File: src/rtl/gpio_ovr_pkg.sv
package gpio_ovr_pkg;
   // enable/value pair used by every per-pin override
   typedef struct packed {
      logic en;
      logic val;
   } ovr_pair_t;

   function automatic logic pick(input ovr_pair_t o, input logic dflt);
      return o.en ? o.val : dflt;
   endfunction

   localparam int unsigned MAX_PINS = 32;
endpackage

File: src/rtl/gpio_ovr_regs.sv
module gpio_ovr_regs #(
   parameter int unsigned NPINS = 8
) (
   input  logic             clk,
   input  logic             rst_n,
   input  logic             wr_dir,
   input  logic             wr_port,
   input  logic             wr_pin,
   input  logic [NPINS-1:0] wdata,
   input  logic [NPINS-1:0] tgl_req,
   output logic [NPINS-1:0] dir_q,
   output logic [NPINS-1:0] port_q
);
   logic [NPINS-1:0] flip;

   // software toggle and peripheral toggle merge; a shared bit flips once
   assign flip = (wr_pin ? wdata : '0) | tgl_req;

   always_ff @(posedge clk or negedge rst_n) begin
      if (!rst_n) begin
         dir_q  <= '0;
         port_q <= '0;
      end else begin
         if (wr_dir)
            dir_q <= wdata;
         if (wr_port)
            port_q <= wdata;          // direct write beats any toggle
         else
            port_q <= port_q ^ flip;
      end
   end
endmodule

File: src/rtl/gpio_ovr_pin.sv
module gpio_ovr_pin
   import gpio_ovr_pkg::*;
(
   input  logic      dir_bit,
   input  logic      port_bit,
   input  logic      pu_disable,
   input  logic      sleep,
   input  ovr_pair_t o_pu,
   input  ovr_pair_t o_dir,
   input  ovr_pair_t o_out,
   input  ovr_pair_t o_ie,
   output logic      oe,
   output logic      drv,
   output logic      pu,
   output logic      ie
);
   logic pu_norm;

   assign pu_norm = ~dir_bit & port_bit & ~pu_disable;
   assign pu      = pick(o_pu,  pu_norm);
   assign oe      = pick(o_dir, dir_bit);
   assign drv     = pick(o_out, port_bit);
   assign ie      = pick(o_ie,  ~sleep);
endmodule

File: src/rtl/gpio_ovr_sync.sv
module gpio_ovr_sync #(
   parameter int unsigned NPINS  = 8,
   parameter int unsigned STAGES = 2
) (
   input  logic             clk,
   input  logic             rst_n,
   input  logic [NPINS-1:0] d,
   output logic [NPINS-1:0] q
);
   logic [NPINS-1:0] stg [STAGES];

   generate
      for (genvar s = 0; s < STAGES; s++) begin : g_stage
         if (s == 0) begin : g_first
            always_ff @(posedge clk or negedge rst_n) begin
               if (!rst_n) stg[0] <= '0;
               else        stg[0] <= d;
            end
         end else begin : g_next
            always_ff @(posedge clk or negedge rst_n) begin
               if (!rst_n) stg[s] <= '0;
               else        stg[s] <= stg[s-1];
            end
         end
      end
   endgenerate

   assign q = stg[STAGES-1];
endmodule

File: src/rtl/gpio_ovr_port.sv
module gpio_ovr_port
   import gpio_ovr_pkg::*;
#(
   parameter int unsigned NPINS       = 8,
   parameter int unsigned SYNC_STAGES = 2
) (
   input  logic             clk,
   input  logic             rst_n,
   input  logic             wr_dir,
   input  logic             wr_port,
   input  logic             wr_pin,
   input  logic [NPINS-1:0] wdata,
   input  logic             rd_dir,
   input  logic             rd_port,
   input  logic             rd_pin,
   output logic [NPINS-1:0] rdata,
   input  logic             pu_disable,
   input  logic             sleep,
   input  logic [NPINS-1:0] ovr_pu_en,
   input  logic [NPINS-1:0] ovr_pu_val,
   input  logic [NPINS-1:0] ovr_dir_en,
   input  logic [NPINS-1:0] ovr_dir_val,
   input  logic [NPINS-1:0] ovr_out_en,
   input  logic [NPINS-1:0] ovr_out_val,
   input  logic [NPINS-1:0] ovr_ie_en,
   input  logic [NPINS-1:0] ovr_ie_val,
   input  logic [NPINS-1:0] ovr_tgl,
   input  logic [NPINS-1:0] pad_in,
   output logic [NPINS-1:0] pad_out,
   output logic [NPINS-1:0] pad_oe,
   output logic [NPINS-1:0] pad_pu,
   output logic [NPINS-1:0] din
);
   generate
      if (NPINS < 1 || NPINS > MAX_PINS) begin : g_bad_npins
         $error("gpio_ovr_port: NPINS out of range");
      end
      if (SYNC_STAGES < 2) begin : g_bad_sync
         $error("gpio_ovr_port: SYNC_STAGES must be at least 2");
      end
   endgenerate

   logic [NPINS-1:0] dir_q;
   logic [NPINS-1:0] port_q;
   logic [NPINS-1:0] ie_vec;
   logic [NPINS-1:0] sync_d;
   logic [NPINS-1:0] pin_sync;

   gpio_ovr_regs #(.NPINS(NPINS)) i_regs (
      .clk     (clk),
      .rst_n   (rst_n),
      .wr_dir  (wr_dir),
      .wr_port (wr_port),
      .wr_pin  (wr_pin),
      .wdata   (wdata),
      .tgl_req (ovr_tgl),
      .dir_q   (dir_q),
      .port_q  (port_q)
   );

   generate
      for (genvar n = 0; n < NPINS; n++) begin : g_pin
         gpio_ovr_pin i_pin (
            .dir_bit    (dir_q[n]),
            .port_bit   (port_q[n]),
            .pu_disable (pu_disable),
            .sleep      (sleep),
            .o_pu       ('{en: ovr_pu_en[n],  val: ovr_pu_val[n]}),
            .o_dir      ('{en: ovr_dir_en[n], val: ovr_dir_val[n]}),
            .o_out      ('{en: ovr_out_en[n], val: ovr_out_val[n]}),
            .o_ie       ('{en: ovr_ie_en[n],  val: ovr_ie_val[n]}),
            .oe         (pad_oe[n]),
            .drv        (pad_out[n]),
            .pu         (pad_pu[n]),
            .ie         (ie_vec[n])
         );
      end
   endgenerate

   // closed input path presents a steady 0 to the first flop
   assign sync_d = pad_in & ie_vec;

   gpio_ovr_sync #(.NPINS(NPINS), .STAGES(SYNC_STAGES)) i_sync (
      .clk   (clk),
      .rst_n (rst_n),
      .d     (sync_d),
      .q     (pin_sync)
   );

   assign din   = pin_sync;
   assign rdata = ({NPINS{rd_dir}}  & dir_q)
                | ({NPINS{rd_port}} & port_q)
                | ({NPINS{rd_pin}}  & pin_sync);
endmodule

File: config.mk
export PLATFORM = sky130hd
export DESIGN_NAME = gpio_ovr_port
export DESIGN_NICKNAME = d
export VERILOG_FILES = /design/src/rtl/gpio_ovr_pkg.sv /design/src/rtl/gpio_ovr_regs.sv /design/src/rtl/gpio_ovr_pin.sv /design/src/rtl/gpio_ovr_sync.sv /design/src/rtl/gpio_ovr_port.sv
export SDC_FILE = /design/constraint.sdc
export NUM_CORES = 1
export LEC_CHECK = 0
export CORE_MARGIN = 2
export CORE_UTILIZATION = 32
export CTS_CLUSTER_DIAMETER = 60
export CTS_CLUSTER_SIZE = 28
export DETAILED_ROUTE_END_ITERATION = 12
export PLACE_DENSITY = 0.77
export SLEW_MARGIN = 20
export SYNTH_ARGS = -nofsm -noshare
export SYNTH_HDL_FRONTEND = slang
export SYNTH_SLANG_ARGS = --single-unit
File: constraint.sdc
create_clock -name clk -period 1.2 [get_ports clk]
set_clock_uncertainty 0.15 [all_clocks]
set_input_delay 0.24 -clock clk [delete_from_list [all_inputs] [get_ports clk]]
set_output_delay 0.24 -clock clk [all_outputs]
set_load 0.05 [all_outputs]
==> reports/qor.txt, run 1 <==
Power Total -> 4.14 mW
Worst Tran Pin Value -> 0.413 ns
Worst vdd ir -> 0.590 mV
Largest family of logic cells by synthesized area -> compound AO/OA/AOI/OAI gates
Worst EP required -> 0.81 ns
CTS clk-pin slew, worst paths -> 0.07 ns
Crit-path slowest cell -> dfrtp_2
P_leak -> 1.93 nW
Leading post-synthesis cells by cell area -> dfrtp_1, buf_4, mux2_2
Die Y -> 83.0 um
Share of the synthesized area in the top cell type -> 40.1%
Maxcap violations -> 0
WP data arrival -> 1.38 ns
Drt wl/cell -> 15.9 um
P_int -> 2.67 mW
Initial antenna violation count -> 0
Post-Place Worst Slack -> -0.704 ns
Drt pass-1 iters -> 5
Routed via count -> 2,153
Mux share of post-synthesis cell area -> 11.3%
Final instance area -> 4260 sq um
Relative slew slack -> 72.4%
CTS Buf Count -> 5
Die footprint -> 6880 sq um
Buf/Inv on CP -> 2
CP top delay family -> flip-flops
Worst Setup SP -> i_regs.dir_q[5]$_DFFE_PN0P_
Library cells used by synthesis -> 20
Antenna Nets Post-Route -> 0
Nets -> 460
Final WL -> 6950 um
P&R area growth vs syn -> 113%
Synthesized Nets -> 315
Setup TNS -> -14.76 ns
Clock power frac -> 19.2%
Cell taking the most area after synthesis -> dfrtp_1
N_diodes -> 0
GR Util All Layers -> 19.1%
Outcome -> complete, but fails checks
WS Path Type -> reg2out
Startpoint of the worst register-to-register path -> i_regs.port_q[4]$_DFF_PN0_
First-pass GRT wire length -> 10,700 um
Initial DRC Count -> 82
Initial core utilization -> 33.3%
Most frequent cells in the layout -> clkdlybuf4s50_1, buf_6, dfrtp_1
GPL Wtd Cong -> 0.889
Crit-path max FO -> 4
Register bit total from synthesis -> 32
Via-to-Cell Ratio -> 4.92
IO Pins -> 138
Part of the power in combinational logic -> 50.1%
Largest net degree at the start of global routing -> 33
Tcrit/Tclk final -> 147%
Core area -> 5990 sq um
Clk_lat worst skew -> 0.27 ns
Post-Synth Simple-Gate Area -> 12.8%
Compound-Gate Fraction of Synth Area -> 18.7%
RSZ-0062 raised after global routing -> true
Row count -> 28
Synth Area in XOR/XNOR -> 0%
Delay of the slowest critical-path stage -> 0.45 ns
Syn Inst Count -> 217
Post-DP HPWL -> 4960 um
Vias in the first global route -> 2,253
Part of the power in registers -> 30.7%
Violated checks -> setup timing
DRC -> 0
Final Hold Violating Endpoints -> 0
Adder-cell share of the synthesized area -> 0%
Worst hold start -> i_sync.stg[8]$_DFF_PN0_
PD cells -> 972 nW/um^2
Switching share of power -> 35.4%
CTS tree -> yes
CP Cell Sequence -> a222oi_1 -> inv_2 -> buf_8
Clk buf depth -> 2
Post-Syn Area -> 2000 sq um
Setup ws final -> -0.567 ns
Fraction of layout cells with a size suffix above 1 -> 44.9%
Clk sink count -> 32
Hold Crit Class -> reg2reg
Mapped Avg Cell Area -> 9.20 sq um
Setup-failing EPs final -> 46
Sequential area share after synthesis -> 40.1%
CTS Root Cell -> clkbuf_8
Crit start category -> register
Switching power of the nets -> 1.46 mW
Critical path endpoint category -> output port
Post-DP Area -> 3590 sq um
Fmax -> 0.566 GHz
Port buffer count -> 137
CTS H-tree lvls -> 2
Commonest non-fill, non-tap cell in the layout -> clkdlybuf4s50_1
Grt ovf -> 0
Die width -> 83.0 um
Final min period -> 1.77 ns
Pins over their slew limit -> 0
Yosys warns -> 0
-- kinds of logic (layout without fill, tap and decap cells) --
group,Yosys count,after routing
and+or+nand+nor,60,60
buffers and inverters,53,199
AOI/OAI and AO/OA,52,52
DFF,32,32
muxes,20,20
-- registers in the layout, summed over array words and instances, names as in the netlist --
| name | flops |
|---|---|
| i_regs.dir_q | 8 |
| i_sync.stg | 8 |
| i_regs.port_q | 8 |
| i_sync.q | 8 |
-- repair_timing --
item,4_1_cts,5_1_grt
hold buffers,1,0
hold endpoints to repair,32,0
buffers inserted,7,10
setup endpoints to repair,54,48
gates resized for setup,110,31
gates cloned,1,0
pin swaps,24,15
-- cell type report --
class                           instances  area (sq um)
Inverter                               12          45.0
Clock buffer                            5          68.8
Tap cell                               75          93.8
Sequential cell                        32           808
Fill cell                             439          1730
Multi-Input combinational cell        132          1130
Timing Repair Buffer                  179          2090
Clock inverter                          3          18.8
-- cells in the mapped netlist --
cell type,count
buf_4,32
dfrtp_1,32
nand2_1,24
mux2_2,20
nor2_1,20
o21ai_0,16
inv_1,12
a21oi_1,8
a222oi_1,8
and2_1,8
nor3_1,8
o22a_1,8
a21o_2,6
clkbuf_1,4
o41ai_1,4
a21o_1,2
buf_2,2
buf_6,1
buf_8,1
clkbuf_2,1
-- power by group through the flow --
stage / logic [mW] / registers (mW) / clock network (mW)
finish: 2.07 / 1.27 / 0.793
floorplan: 0.954 / 1.25 / 0
global route: 2.16 / 1.28 / 0.878
global placement: 1.66 / 1.27 / 0
detailed placement: 1.70 / 1.27 / 0
CTS: 1.97 / 1.27 / 0.824
-- through the flow --
| step | utilization [%] | instances | hold slack, ns |
|---|---|---|---|
| after floorplan | - | 217 | -0.206 |
| after global placement | 60.0 | 417 | 0.0571 |
| after detailed placement | 60.0 | 417 | 0.0644 |
| after CTS | 68.7 | 433 | 0.201 |
| after global routing | 71.1 | 438 | 0.212 |
| final | 71.1 | 438 | 0.201 |
-- per-layer routing --
layer	GRT usage (%)	routed length (um)
met1	19.3	2450
met2	38.6	4000
met3	4.27	432
met4	4.62	70
met5	0	0
-- worst register-to-register path: stages, from the launching register on --
cell	delay, ns
dfrtp_1	0.43
buf_6	0.14
buf_6	0.11
nor3_2	0.13
a21oi_1	0.05
o22a_1	0.18
-- final timing paths --
| kind | endpoint | slack (ns) | depth (start not counted) |
|---|---|---|---|
| max in group asynchronous | i_regs.dir_q[4]$_DFFE_PN0P_ | 0.39 | 3 |
| min reg2reg | i_sync.q[0]$_DFF_PN0_ | 0.20 | 0 |
| min | i_sync.q[0]$_DFF_PN0_ | 0.20 | 0 |
| max | rdata[5] | -0.57 | 3 |
| max reg2reg | i_regs.port_q[4]$_DFF_PN0_ | -0.10 | 5 |
| min in group asynchronous | i_regs.dir_q[5]$_DFFE_PN0P_ | 0.32 | 3 |
No activity file was read; power rests on OpenSTA's default activity.
==> run 2: changes to the inputs <==
--- a/config.mk
+++ b/config.mk
@@ -5,6 +5,7 @@
 export SDC_FILE = /design/constraint.sdc
 export NUM_CORES = 1
 export LEC_CHECK = 0
+export CAP_MARGIN = 30
 export CORE_MARGIN = 2
 export CORE_UTILIZATION = 32
 export CTS_CLUSTER_DIAMETER = 60
==> results of run 2 <==
No change in the layout: final DEF, timing and power equal those of run 1.
==> run 3: changes to the inputs <==
--- a/config.mk
+++ b/config.mk
@@ -11,6 +11,7 @@
 export CTS_CLUSTER_DIAMETER = 60
 export CTS_CLUSTER_SIZE = 28
 export DETAILED_ROUTE_END_ITERATION = 12
+export HOLD_SLACK_MARGIN = 0.05
 export PLACE_DENSITY = 0.77
 export SLEW_MARGIN = 20
 export SYNTH_ARGS = -nofsm -noshare
==> results of run 3 <==
No change in the layout: final DEF, timing and power equal those of run 1.
